`src/rtl/i2cp_pkg.sv`:
```
package i2cp_pkg;
  localparam int BYTE_W = 8;
  localparam logic [4:0] ID_HIGH = 5'b00100;

  typedef enum logic [2:0] {
    ST_IDLE, ST_ADDR, ST_AACK, ST_WBYTE, ST_WACK, ST_RBYTE, ST_RACK, ST_HOLD
  } i2cp_state_e;

  typedef enum logic {BANK_CNV = 1'b0, BANK_DIR = 1'b1} bank_e;

  typedef struct packed {
    logic  hit;
    logic  ack;
    logic  rd;
    bank_e bank;
  } dec_t;

  function automatic logic [6:0] dev_id(input logic [1:0] sel);
    return {ID_HIGH, sel};
  endfunction

  // Decode the first byte after START against both bank addresses.
  function automatic dec_t decode_first(input logic [BYTE_W-1:0] fb,
                                        input logic [1:0] strap);
    dec_t d;
    d = '0;
    d.rd = fb[0];
    d.bank = BANK_DIR;
    if (fb[7:1] == dev_id(2'b00)) begin
      d.hit = 1'b1;
      d.ack = 1'b1;
    end else if (strap != 2'b00 && fb[7:1] == dev_id(strap)) begin
      d.hit  = 1'b1;
      d.bank = BANK_CNV;
      d.ack  = ~fb[0];
    end
    return d;
  endfunction
endpackage

```
`src/rtl/i2cp_line_mon.sv`:
```
module i2cp_line_mon #(
  parameter int STAGES = 2
) (
  input  logic clk,
  input  logic rst_n,
  input  logic scl_i,
  input  logic sda_i,
  output logic scl_lvl,
  output logic sda_lvl,
  output logic scl_rise,
  output logic scl_fall,
  output logic bus_start,
  output logic bus_stop
);
  logic [STAGES-1:0] scl_sh, sda_sh;
  logic scl_q, sda_q;

  always_ff @(posedge clk or negedge rst_n) begin
    if (!rst_n) begin
      scl_sh <= '1;
      sda_sh <= '1;
      scl_q  <= 1'b1;
      sda_q  <= 1'b1;
    end else begin
      scl_sh <= {scl_sh[STAGES-2:0], scl_i};
      sda_sh <= {sda_sh[STAGES-2:0], sda_i};
      scl_q  <= scl_sh[STAGES-1];
      sda_q  <= sda_sh[STAGES-1];
    end
  end

  assign scl_lvl   = scl_sh[STAGES-1];
  assign sda_lvl   = sda_sh[STAGES-1];
  assign scl_rise  = scl_lvl & ~scl_q;
  assign scl_fall  = ~scl_lvl & scl_q;
  assign bus_start = scl_lvl & scl_q & sda_q & ~sda_lvl;
  assign bus_stop  = scl_lvl & scl_q & ~sda_q & sda_lvl;
endmodule

```
`src/rtl/i2cp_engine.sv`:
```
module i2cp_engine
  import i2cp_pkg::*;
(
  input  logic              clk,
  input  logic              rst_n,
  input  logic              scl_lvl,
  input  logic              sda_lvl,
  input  logic              scl_rise,
  input  logic              scl_fall,
  input  logic              bus_start,
  input  logic              bus_stop,
  input  logic [1:0]        strap,
  input  logic [BYTE_W-1:0] rd_data,
  output logic              sda_oe,
  output logic              cnv_wr_en,
  output logic              dir_wr_en,
  output logic              dir_rd_en,
  output logic [BYTE_W-1:0] wr_addr,
  output logic [BYTE_W-1:0] wr_data,
  output logic [BYTE_W-1:0] rd_addr
);
  i2cp_state_e       state;
  logic [3:0]        bit_cnt;
  logic [BYTE_W-1:0] shreg, ptr;
  bank_e             bank;
  logic              is_rd, first_wr, m_ack;
  dec_t              dec;
  logic              byte_done, bus_evt;

  assign dec       = decode_first(shreg, strap);
  assign byte_done = scl_fall && bit_cnt == 4'd8;
  assign bus_evt   = bus_start | bus_stop;
  assign rd_addr   = ptr;

  always_ff @(posedge clk or negedge rst_n) begin
    if (!rst_n) begin
      state <= ST_IDLE; bit_cnt <= '0; shreg <= '0; ptr <= '0;
      bank <= BANK_DIR; is_rd <= 1'b0; first_wr <= 1'b0; m_ack <= 1'b0;
      sda_oe <= 1'b0; cnv_wr_en <= 1'b0; dir_wr_en <= 1'b0; dir_rd_en <= 1'b0;
      wr_addr <= '0; wr_data <= '0;
    end else begin
      cnv_wr_en <= 1'b0;
      dir_wr_en <= 1'b0;
      dir_rd_en <= 1'b0;
      if (bus_stop) begin
        state <= ST_IDLE;
        sda_oe <= 1'b0;
      end else if (bus_start) begin
        state <= ST_ADDR;
        bit_cnt <= '0;
        sda_oe <= 1'b0;
      end else begin
        case (state)
          ST_ADDR, ST_WBYTE: begin
            if (scl_rise) begin
              shreg <= {shreg[BYTE_W-2:0], sda_lvl};
              bit_cnt <= bit_cnt + 4'd1;
            end else if (byte_done) begin
              if (state == ST_ADDR) begin
                if (dec.hit && dec.ack) begin
                  sda_oe <= 1'b1;
                  bank <= dec.bank;
                  is_rd <= dec.rd;
                  state <= ST_AACK;
                end else begin
                  state <= ST_HOLD;
                end
              end else begin
                sda_oe <= 1'b1;
                state <= ST_WACK;
                if (first_wr) begin
                  ptr <= shreg;
                  first_wr <= 1'b0;
                end else begin
                  cnv_wr_en <= (bank == BANK_CNV);
                  dir_wr_en <= (bank == BANK_DIR);
                  wr_addr <= ptr;
                  wr_data <= shreg;
                  ptr <= ptr + 1'b1;
                end
              end
            end
          end
          ST_AACK, ST_RACK: begin
            if (state == ST_RACK && scl_rise) m_ack <= ~sda_lvl;
            if (scl_fall) begin
              bit_cnt <= '0;
              if (state == ST_AACK && !is_rd) begin
                sda_oe <= 1'b0;
                first_wr <= 1'b1;
                state <= ST_WBYTE;
              end else if (state == ST_AACK || m_ack) begin
                dir_rd_en <= 1'b1;
                sda_oe <= ~rd_data[BYTE_W-1];
                shreg <= {rd_data[BYTE_W-2:0], 1'b0};
                ptr <= ptr + 1'b1;
                state <= ST_RBYTE;
              end else begin
                state <= ST_HOLD;
              end
            end
          end
          ST_WACK: begin
            if (scl_fall) begin
              sda_oe <= 1'b0;
              bit_cnt <= '0;
              state <= ST_WBYTE;
            end
          end
          ST_RBYTE: begin
            if (scl_fall) begin
              bit_cnt <= bit_cnt + 4'd1;
              if (bit_cnt == 4'd7) begin
                sda_oe <= 1'b0;
                state <= ST_RACK;
              end else begin
                sda_oe <= ~shreg[BYTE_W-1];
                shreg <= {shreg[BYTE_W-2:0], 1'b0};
              end
            end
          end
          default: ;
        endcase
      end
    end
  end


  oe_scl_low_chk: assert property (@(posedge clk) disable iff (!rst_n)
    (sda_oe != $past(sda_oe)) && !$past(bus_evt) |-> !$past(scl_lvl));

  strobe_onehot_chk: assert property (@(posedge clk) disable iff (!rst_n)
    $onehot0({cnv_wr_en, dir_wr_en, dir_rd_en}));

  wr_pulse_chk: assert property (@(posedge clk) disable iff (!rst_n)
    (cnv_wr_en || dir_wr_en) |=> !(cnv_wr_en || dir_wr_en));

  cnv_strap_chk: assert property (@(posedge clk) disable iff (!rst_n)
    cnv_wr_en |-> strap != 2'b00);

  cnv_no_read_chk: assert property (@(posedge clk) disable iff (!rst_n)
    dir_rd_en |-> bank == BANK_DIR);

  hold_release_chk: assert property (@(posedge clk) disable iff (!rst_n)
    (state == ST_HOLD || state == ST_IDLE) |-> !sda_oe);
endmodule

```
`src/rtl/dual_addr_i2c_port.sv`:
```
module dual_addr_i2c_port #(
  parameter int SYNC_STAGES = 2
) (
  input  logic       clk,
  input  logic       rst_n,
  input  logic       scl_i,
  input  logic       sda_i,
  output logic       sda_oe,
  input  logic [1:0] strap_sel,
  output logic       cnv_wr_en,
  output logic       dir_wr_en,
  output logic [7:0] wr_addr,
  output logic [7:0] wr_data,
  output logic       dir_rd_en,
  output logic [7:0] dir_rd_addr,
  input  logic [7:0] dir_rd_data
);
  logic scl_lvl, sda_lvl, scl_rise, scl_fall, bus_start, bus_stop;

  i2cp_line_mon #(.STAGES(SYNC_STAGES)) u_mon (
    .clk(clk), .rst_n(rst_n), .scl_i(scl_i), .sda_i(sda_i),
    .scl_lvl(scl_lvl), .sda_lvl(sda_lvl), .scl_rise(scl_rise),
    .scl_fall(scl_fall), .bus_start(bus_start), .bus_stop(bus_stop)
  );

  i2cp_engine u_eng (
    .clk(clk), .rst_n(rst_n), .scl_lvl(scl_lvl), .sda_lvl(sda_lvl),
    .scl_rise(scl_rise), .scl_fall(scl_fall), .bus_start(bus_start),
    .bus_stop(bus_stop), .strap(strap_sel), .rd_data(dir_rd_data),
    .sda_oe(sda_oe), .cnv_wr_en(cnv_wr_en), .dir_wr_en(dir_wr_en),
    .dir_rd_en(dir_rd_en), .wr_addr(wr_addr), .wr_data(wr_data),
    .rd_addr(dir_rd_addr)
  );
endmodule

```
`config.mk`:
```
export PLATFORM = sky130hd
export DESIGN_NAME = dual_addr_i2c_port
export DESIGN_NICKNAME = d
export VERILOG_FILES = /design/src/rtl/i2cp_pkg.sv /design/src/rtl/i2cp_line_mon.sv /design/src/rtl/i2cp_engine.sv /design/src/rtl/dual_addr_i2c_port.sv
export SDC_FILE = /design/constraint.sdc
export NUM_CORES = 1
export LEC_CHECK = 0
export BUFFER_PORTS_ARGS = -buffer_cell sky130_fd_sc_hd__buf_2
export CORE_MARGIN = 2
export CORE_UTILIZATION = 61
export CTS_CLUSTER_DIAMETER = 30
export DETAILED_ROUTE_END_ITERATION = 8
export PLACE_DENSITY = 0.85
export SLEW_MARGIN = 0
export SYNTH_ARGS = -nofsm -noshare
export SYNTH_HDL_FRONTEND = slang
export SYNTH_HIERARCHICAL = 1
export SYNTH_SLANG_ARGS = --single-unit
```
`constraint.sdc`:
```
create_clock -name clk -period 3.2 [get_ports clk]
set_clock_uncertainty 0.1 [all_clocks]
set_input_delay 0.48 -clock clk [delete_from_list [all_inputs] [get_ports clk]]
set_output_delay 0.48 -clock clk [all_outputs]
set_load 0.01 [all_outputs]
```
==> reports/metrics.yaml, run 1 <==
status: "complete, no violations"
netlist_top_cells_area: "dfrtp_1 (41%), mux2_2 (10%), dfstp_2 (6.5%)"
timing.final.hold_violations: 0
worstPathCellList: "and4b_1, nor2_4, o21ai_1, nand3b_1, nor2_1, a2bb2oi_1"
gr-total-overflow: 0
worst_ir_drop_vdd_mv: 0.482
rsz0062_at_grt: "no"
clockRootBuffer: "clkbuf_8"
p_per_area_mw_per_mm2: 830
synth_area_mm2: 0.00282
ant_nets: 0
path_depth: 6
path_max_fanout: 11
start_util: 0.639
total_power_w: 0.00260
layout-drive-gt1-share: 0.339
grt_pass1_vias: 2038
cts_hold_buf: 0
fp-row-count: 24
die_h_um: 72.0
yosys_warnings: 6
fin_crit_ps: 2520
gp_congestion: 0.880
hp-start: "sda_i"
cts_resized: 0
routed_wl_um: 5710
synth_largest_area_cell: "dfrtp_1"
drtPass1Iterations: 4
p_leak_nw: 1.50
grt_max_degree: 49
worstMarginPinSlew_ps: 1030
synth_top_area_frac: 0.408
synth_async_sr_flop_share: 1.00
syn_avg_cell_area_um2: 11.4
drc_errors: 0
crit_path_end_kind: "flip-flop"
cts_buffers: 5
worstHoldPathType: "primary input to flip-flop"
cap_violations: 0
timing.fmax_mhz: 396
reg2reg_depth: 6
synth_edf_count: 0
avgViaCountPerCell: 6.11
fin_nets: 305
placed_area_mm2: 0.00304
r2r-start: "u_mon/sda_sh[1]"
setup_viol: 0
start_kind: "flip-flop"
grt_pass1_wl_um: 9630
cp_top_family: "simple AND/OR/NAND/NOR gates"
fillerInstances: 344
vias: 2085
fp.dieArea_mm2: 0.00519
period_share: 0.789
htreeDepth: 2
yosys_register_bits: 53
route.met2.wl_um: 2700
synth-main-ff-cell: "dfrtp_1"
yosysSeqAreaShare: 0.473
coreArea_mm2: 0.00441
antenna_found_initial: 0
required_ps: 3270
worstPathArrival_ps: 2600
dieWidth_um: 72.0
synth_fp_nets: 265
final_cell_mix: "dfrtp_1 (46), buf_2 (41), mux2_2 (25)"
crit_path_top_delay_cell: "dfstp_2"
crit_path_start: "u_mon/sda_sh[1]"
max_slew_margin: 0.310
io_buffers: 41
worst_path_largest_cell_delay_ps: 570
clkLatencyLatePin_ps: 310
worstPathBufferInverterCount: 0
layout_commonest_cell: "dfrtp_1"
syn_to_final_growth_pct: 11.0
cts_buffer_depth: 2
fin_tns_setup_ps: 0
routedLengthMet1_um: 2610
drt-initial-drc-count: 275
fin_ws_ps: 676
syn_inst: 248
slew_violations: 0
clkSinkCount: 53
final_area_mm2: 0.00313
wl_per_cell_um: 16.7
dpl_worst_slack_ps: 764
netlist-cell-type-count: 60
path_clk_slew_ps: 90
path_class: "flip-flop to flip-flop"
cts_tree: "yes"
dr_wl_met3_um: 344
post_cts_buffers: 0
top_layer_used: "met4"
antenna_cells: 0
hold_depth: 1
pin_count: 42
grt_use_total: 0.237
hpwl_um: 4110
[registers in the layout, summed over array words and instances (netlist names)]
register	flops
u_eng/rd_addr	8
u_eng/wr_data	8
u_eng/shreg	8
u_mon/sda_q	1
u_eng/dir_rd_en	1
u_eng/m_ack	1
u_eng/state	3
u_eng/cnv_wr_en	1
u_eng/bit_cnt	4
u_mon/sda_sh	2
u_eng/wr_addr	8
u_mon/scl_q	1
u_eng/first_wr	1
u_eng/sda_oe	1
u_eng/is_rd	1
u_mon/scl_sh	2
u_eng/bank	1
u_eng/dir_wr_en	1
[path summary, 6_finish.rpt]
| path | slack (ps) | to |
|---|---|---|
| worst max-delay path | 680 | u_eng/rd_addr[4] |
| worst min-delay path | 170 | u_mon/sda_sh[0] |
| worst max register to register | 680 | u_eng/rd_addr[4] |
| worst min register to register | 260 | u_mon/sda_sh[1] |
| max in group asynchronous | 1970 | u_mon/scl_sh[0] |
| min in group asynchronous | 250 | u_eng/state[1] |
[through the flow]
stage,utilization,std cells,hold slack [ps]
floorplan,-,248,84.4
global placement,0.688,333,246
detailed placement,0.688,333,249
CTS,0.709,341,161
global route,0.709,341,161
finish,0.709,341,171
[power by group]
part,internal (W),switching [W],total (W)
clock,0.000176,0.000212,0.000388
sequential,0.000831,0.000276,0.00111
combinational,0.000514,0.000590,0.00110
total,0.00152,0.00108,0.00260
[worst register-to-register path, delay by kind of cell (launching register included)]
family	cells	cell delay (ps)
compound gates	2	300
flops	1	570
simple gates	4	1420
[cells in the mapped netlist, types with 3 or more instances]
master / number
mux2_2: 25
o31ai_1: 3
a21oi_1: 7
and3_1: 4
nor2b_1: 5
inv_1: 6
nand2b_1: 3
o22ai_1: 3
mux2i_1: 5
and4b_1: 3
dfstp_2: 7
a2bb2oi_1: 5
dfrtp_1: 46
nor3_1: 6
mux2_1: 9
nor2_1: 18
o21ai_0: 11
ha_1: 3
nand3_1: 8
and2_1: 3
buf_6: 3
nand2_1: 10
a31oi_1: 4
a211oi_1: 3
buf_2: 4
[cell families after synthesis]
family | synth area share
AOI/OAI and AO/OA | 0.137
xor gates and xnor gates | 0.00310
adders and majority gates | 0.0133
buffers and inverters | 0.0324
DFF | 0.473
muxes | 0.153
and+or+nand+nor | 0.187
[per-layer routing]
| metal | GRT usage | vias up |
|---|---|---|
| met5 | 0 | - |
| met4 | 0.0713 | 0 |
| met3 | 0.0486 | 9 |
| met2 | 0.372 | 68 |
| met1 | 0.336 | 1012 |
| li1 | - | 996 |
[final cells by class]
cell class	instances	area, um2	area share
clock buffers	7	86.3	0.0276
inverters	6	22.5	0.00719
well taps	52	65.1	0.0208
multi-input cells	179	1400	0.445
clock inverters	1	7.51	0.00240
flip-flops and latches	53	1340	0.426
repair buffers	43	220	0.0703
Note: power is estimated with default switching activity, not from simulation.
==> run 2: changes to the inputs <==
--- a/config.mk
+++ b/config.mk
@@ -5,12 +5,13 @@
 export SDC_FILE = /design/constraint.sdc
 export NUM_CORES = 1
 export LEC_CHECK = 0
+export ABC_AREA = 1
 export BUFFER_PORTS_ARGS = -buffer_cell sky130_fd_sc_hd__buf_2
 export CORE_MARGIN = 2
-export CORE_UTILIZATION = 61
+export CORE_UTILIZATION = 51
 export CTS_CLUSTER_DIAMETER = 30
 export DETAILED_ROUTE_END_ITERATION = 8
-export PLACE_DENSITY = 0.85
+export PLACE_DENSITY = 0.76
 export SLEW_MARGIN = 0
 export SYNTH_ARGS = -nofsm -noshare
 export SYNTH_HDL_FRONTEND = slang
==> constraint.sdc (replaced) <==
create_clock -name clk -period 2.1 [get_ports clk]
set_clock_uncertainty 0.1 [all_clocks]
set_input_delay 0.315 -clock clk [delete_from_list [all_inputs] [get_ports clk]]
set_output_delay 0.315 -clock clk [all_outputs]
set_load 0.01 [all_outputs]
==> run 2 against run 1 <==
Compared with the run above:
- combinational power increased by 75%
- critical path depth increased by 4
- maximum frequency increased by 27%
- register-to-register slack got worse by 560 ps
- die area increased by 15%
- first-iteration DRC count decreased by 29%
- largest cell class is now flip-flops and latches
==> reports/metrics.yaml, run 2 <==
syn_inst: 355
synth_area_mm2: 0.00273
htreeDepth: 2
r2r-start: "u_mon/scl_sh[1]"
start_kind: "flip-flop"
synth-main-ff-cell: "dfrtp_1"
cap_violations: 0
hpwl_um: 4620
synth_top_area_frac: 0.422
dpl_worst_slack_ps: 38.1
pin_count: 42
reg2reg_depth: 10
fp-row-count: 26
io_buffers: 41
clkLatencyLatePin_ps: 310
yosys_register_bits: 53
max_slew_margin: 0.671
synth_largest_area_cell: "dfrtp_1"
wl_per_cell_um: 13.1
syn_avg_cell_area_um2: 7.69
hp-start: "dir_rd_data[1]"
synth_fp_nets: 372
hold_depth: 5
syn_to_final_growth_pct: 17.7
clockRootBuffer: "clkbuf_8"
grt_pass1_wl_um: 11000
grt_use_total: 0.231
start_util: 0.531
path_clk_slew_ps: 110
worstHoldPathType: "primary input to flip-flop"
p_leak_nw: 1.67
synth_most_common_cell: "nand2_1"
yosysSeqAreaShare: 0.489
fin_crit_ps: 1980
worst_ir_drop_vdd_mv: 0.634
period_share: 0.944
drt-initial-drc-count: 195
drc_errors: 0
netlist_top_cells_area: "dfrtp_1 (42%), nand2_1 (13%), o21ai_0 (7.9%)"
path_max_fanout: 5
fin_ws_ps: 117
fin_nets: 424
cts_buffer_depth: 2
path_class: "flip-flop to flip-flop"
timing.fmax_mhz: 504
synth_common_cells: "nand2_1 (93), dfrtp_1 (46), inv_1 (44)"
crit_path_start: "u_mon/scl_sh[1]"
p_per_area_mw_per_mm2: 1250
cts_buffers: 5
synth_edf_count: 0
layout_commonest_cell: "nand2_1"
setup_viol: 0
gp_congestion: 0.948
rsz0062_at_grt: "yes"
status: "complete, no violations"
clkSinkCount: 53
fp.dieArea_mm2: 0.00595
crit_path_end_kind: "flip-flop"
drtPass1Iterations: 5
yosys_warnings: 6
netlist-cell-type-count: 28
die_h_um: 77.2
synth_async_sr_flop_share: 1.00
antenna_cells: 0
final_cell_mix: "nand2_1 (93), dfrtp_1 (46), inv_1 (43), o21ai_0 (43), buf_2 (41)"
grt_max_degree: 35
antenna_found_initial: 0
dieWidth_um: 77.2
layout-drive-gt1-share: 0.199
gr-total-overflow: 0
grt_pass1_vias: 2337
ant_nets: 0
worstPathArrival_ps: 2080
coreArea_mm2: 0.00514
timing.final.hold_violations: 0
vias: 2478
avgViaCountPerCell: 5.18
fin_hold_ws_ps: 259
post-route-util: 0.625
routed_wl_um: 6260
r2r_slack_ps: 120
required_ps: 2200
slew_violations: 0
worstMarginPinSlew_ps: 493
cts_tree: "yes"
-- run 2: cell count changes after synthesis, sizes merged, moves of 5 or more --
cell,delta
a2bb2oi,-5
inv,+41
mux2i,-5
mux2,-34
o21ai,+35
nand4,+5
nor2b,-5
nand2,+85
nand2b,-5
nor2,+17
nand3,+21
-- run 2: cell families (layout without fill, tap and decap cells) --
group                      count (synthesis)  count (layout)  synth area share
DFF                                       53              53             0.489
xor gates and xnor gates                   5               5            0.0160
AOI/OAI and AO/OA                         63              63             0.119
buffers and inverters                     54             107            0.0793
and+or+nand+nor                          177             177             0.283
adders and majority gates                  3               3            0.0138
-- run 2: final cells by class --
class	instances	area, um2
clock buffers	5	68.8
clock inverters	3	26.3
fillers	500	1930
inverters	47	176
multi-input cells	248	1200
flip-flops and latches	53	1340
well taps	70	87.6
repair buffers	52	324
-- run 2: what timing repair did --
item	in CTS	in global routing
setup endpoints to repair	1	29
cloned	0	0
pin swaps	0	1
gates resized for setup	1	6
hold buffers	3	0
setup buffers	0	2
hold endpoints to repair	17	0
-- run 2: path summary, 6_finish.rpt --
kind                                    endpoint
max in group asynchronous             u_eng/bank
worst max register to register  u_eng/bit_cnt[2]
worst min-delay path              u_eng/shreg[2]
min in group asynchronous            u_eng/m_ack
worst max-delay path            u_eng/bit_cnt[2]
worst min register to register   u_mon/scl_sh[1]
-- run 2: worst max-delay path, cell delays in order (launching register included) --
cell	delay, ps
dfstp_2	590
nand2_1	100
nor2_2	180
buf_4	150
nor2_1	70
a21oi_1	170
nand2_1	90
nor2_2	170
inv_1	110
nand2_1	70
o21ai_0	70
-- run 2: where the power goes --
part / switching, W / internal (W) / leakage, nW / total [W]
Clock: 0.000360 / 0.000243 / 0.0423 / 0.000604
Combinational: 0.00127 / 0.000660 / 0.954 / 0.00193
Sequential: 0.000225 / 0.00126 / 0.669 / 0.00149
Total: 0.00185 / 0.00217 / 1.67 / 0.00402
-- run 2: metal layers --
| layer | vias up | share of wire | GRT usage | wire length [um] |
|---|---|---|---|---|
| met5 | - | 0 | 0 | 0 |
| met1 | 1133 | 0.48 | 0.335 | 2990 |
| li1 | 1253 | - | - | - |
| met4 | 0 | 0.0074 | 0.0482 | 46 |
| met2 | 86 | 0.46 | 0.367 | 2880 |
| met3 | 6 | 0.053 | 0.0388 | 330 |
-- run 2: through the flow --
stage               TNS, ps  total power (W)  instance area, um2  cells
global route          -17.9          0.00439                3210    478
finish                    0          0.00402                3210    478
detailed placement        0          0.00339                3050    465
floorplan                 0          0.00287                2730    355
global placement          0          0.00337                3050    465
CTS                       0          0.00402                3180    476
==> run 3: changes to the inputs <==
--- a/config.mk
+++ b/config.mk
@@ -5,13 +5,12 @@
 export SDC_FILE = /design/constraint.sdc
 export NUM_CORES = 1
 export LEC_CHECK = 0
-export ABC_AREA = 1
 export BUFFER_PORTS_ARGS = -buffer_cell sky130_fd_sc_hd__buf_2
 export CORE_MARGIN = 2
 export CORE_UTILIZATION = 51
 export CTS_CLUSTER_DIAMETER = 30
 export DETAILED_ROUTE_END_ITERATION = 8
-export PLACE_DENSITY = 0.76
+export PLACE_DENSITY = 0.75
 export SLEW_MARGIN = 0
 export SYNTH_ARGS = -nofsm -noshare
 export SYNTH_HDL_FRONTEND = slang
==> run 3 against run 2 <==
Compared with the run above:
- clock-buffer cell count stayed put
- clock power is 16% higher
- cell area is 9.4% higher
- non-clock buffer count is 18 higher
- worst setup slack worse by 73 ps
- first-iteration DRC count is 14% higher
- maximum frequency is 3.5% lower
- sequential power is 9% higher
- flip-flop and latch count stayed put
- critical endpoint is now u_eng/is_rd
- largest cell class is now multi-input gates
- highest routed layer unchanged
==> reports/metrics.yaml, run 3 (synthesized netlist as in run 1, its figures left out) <==
period_share: 0.979
hold_depth: 3
dp.cells: 373
vias: 2204
wl_per_cell_um: 16.0
timing.fmax_mhz: 486
final_cell_mix: "dfrtp_1 (44), buf_2 (41), buf_4 (23), mux2_2 (23), nor2_1 (17)"
total_power_w: 0.00445
worst_ir_drop_vdd_mv: 0.577
timing.final.hold_violations: 0
start_util: 0.519
rsz0062_at_grt: "yes"
cts_buffers: 5
r2r_slack_ps: 40
crit_path_end_kind: "flip-flop"
p_leak_nw: 1.67
path_class: "flip-flop to flip-flop"
grt_max_degree: 32
clockRootBuffer: "clkbuf_8"
layout_commonest_cell: "dfrtp_1"
max_slew_margin: 0.512
htreeDepth: 2
ant_nets: 0
layout-drive-gt1-share: 0.459
cts_buffer_depth: 2
drt-initial-drc-count: 222
worstPathBufferInverterCount: 1
start_kind: "flip-flop"
drc_errors: 0
worstPathArrival_ps: 2150
path_clk_slew_ps: 100
p_per_area_mw_per_mm2: 1270
worstPathCellList: "and4b_2, nor2_4, buf_4, nand2_1, nor4_4, mux2_2"
reg2reg_depth: 6
fin_tns_setup_ps: 0
status: "complete, no violations"
fin_crit_ps: 2060
placed_area_mm2: 0.00323
clkSinkCount: 53
fp-row-count: 27
r2r-end: "u_eng/is_rd"
worstMarginPinSlew_ps: 714
drtPass1Iterations: 4
avgViaCountPerCell: 5.68
clkLatencyLatePin_ps: 310
hp-start: "dir_rd_data[4]"
io_buffers: 41
gr-total-overflow: 0
cts_tree: "yes"
post-route-util: 0.647
r2r-start: "u_mon/sda_sh[1]"
path_depth: 6
grt_use_total: 0.215
worstHoldPathType: "primary input to flip-flop"
grt_pass1_wl_um: 10400
setup_viol: 0
antenna_found_initial: 0
syn_to_final_growth_pct: 24.7
final_area_mm2: 0.00352
fillerInstances: 434
grt_pass1_vias: 2176
fp.dieArea_mm2: 0.00614
crit_path_top_delay_cell: "dfstp_2"
min_to: "u_eng/shreg[5]"
die_h_um: 78.4
required_ps: 2200
cp_top_family: "simple AND/OR/NAND/NOR gates"
gp_congestion: 0.916
fin_nets: 332
antenna_cells: 0
slew_violations: 0
path_max_fanout: 3
worst_path_largest_cell_delay_ps: 540
coreArea_mm2: 0.00544
cap_violations: 0
dieWidth_um: 78.4
routed_wl_um: 6210
hpwl_um: 4430
pin_count: 42
fin_cells: 388
[run 3: cell types whose count changed in the layout (fill, tap and decap cells not counted), sizes merged, moves of 5 or more]
cell     before  now
mux2          0   34
nand3        29    8
nand4         6    1
nand2b        0    5
nor2         39   22
buf          49   67
nor2b         0    5
o21ai        49   14
nand2        95   10
a2bb2oi       0    5
mux2i         0    5
inv          48    6
[run 3: per-layer routing]
layer / vias to the layer above / part of all wire / global-route usage
met5: - / 0 / 0
met4: 0 / 0.010 / 0.0684
met3: 7 / 0.037 / 0.0437
met2: 48 / 0.50 / 0.332
met1: 1101 / 0.46 / 0.308
li1: 1048 / - / -
[run 3: tightest hold or removal path: stages]
cell and delay [ps]:
buf_2 70, mux2_2 120, mux2_2 130
[run 3: worst max-delay path by stage]
stage                startpoint               end  slack (ps)
6_report        u_mon/sda_sh[1]       u_eng/is_rd          40
5_1_grt        u_eng/bit_cnt[0]    u_eng/shreg[5]         -40
4_1_cts             u_mon/scl_q  u_eng/wr_data[7]          20
3_5_place_dp        u_mon/scl_q  u_eng/rd_addr[6]        -100
3_3_place_gp        u_mon/scl_q  u_eng/wr_addr[4]          -2
2_1_floorplan   u_mon/scl_sh[1]    u_eng/shreg[0]          40
[run 3: timing repair]
item,CTS,global route
hold endpoints to repair,23,0
resized for setup,5,22
hold buffers,3,0
buffers inserted,0,4
endpoints found under the setup margin,32,34
pin swaps,1,9
[run 3: layout make-up]
| class | count | area [um2] | area share |
|---|---|---|---|
| clock buffer | 5 | 68.8 | 0.0196 |
| clock inverter | 3 | 46.3 | 0.0132 |
| inverter | 6 | 22.5 | 0.00640 |
| multi-input combinational | 179 | 1490 | 0.424 |
| sequential | 53 | 1340 | 0.380 |
| tap | 72 | 90.1 | 0.0256 |
| timing repair buffer | 70 | 459 | 0.131 |
[run 3: power breakdown]
group          internal, W  total [W]  switching (W)
Combinational      0.00102    0.00213        0.00110
Clock             0.000357   0.000700       0.000343
Sequential         0.00127    0.00163       0.000358
[run 3: through the flow]
step                      worst slack (ps)  hold slack (ps)
after floorplan                       44.1            -80.6
after global placement               -1.90              231
after detailed placement              -104              247
after CTS                             18.1              247
after global routing                 -38.3              247
final                                 43.8              258
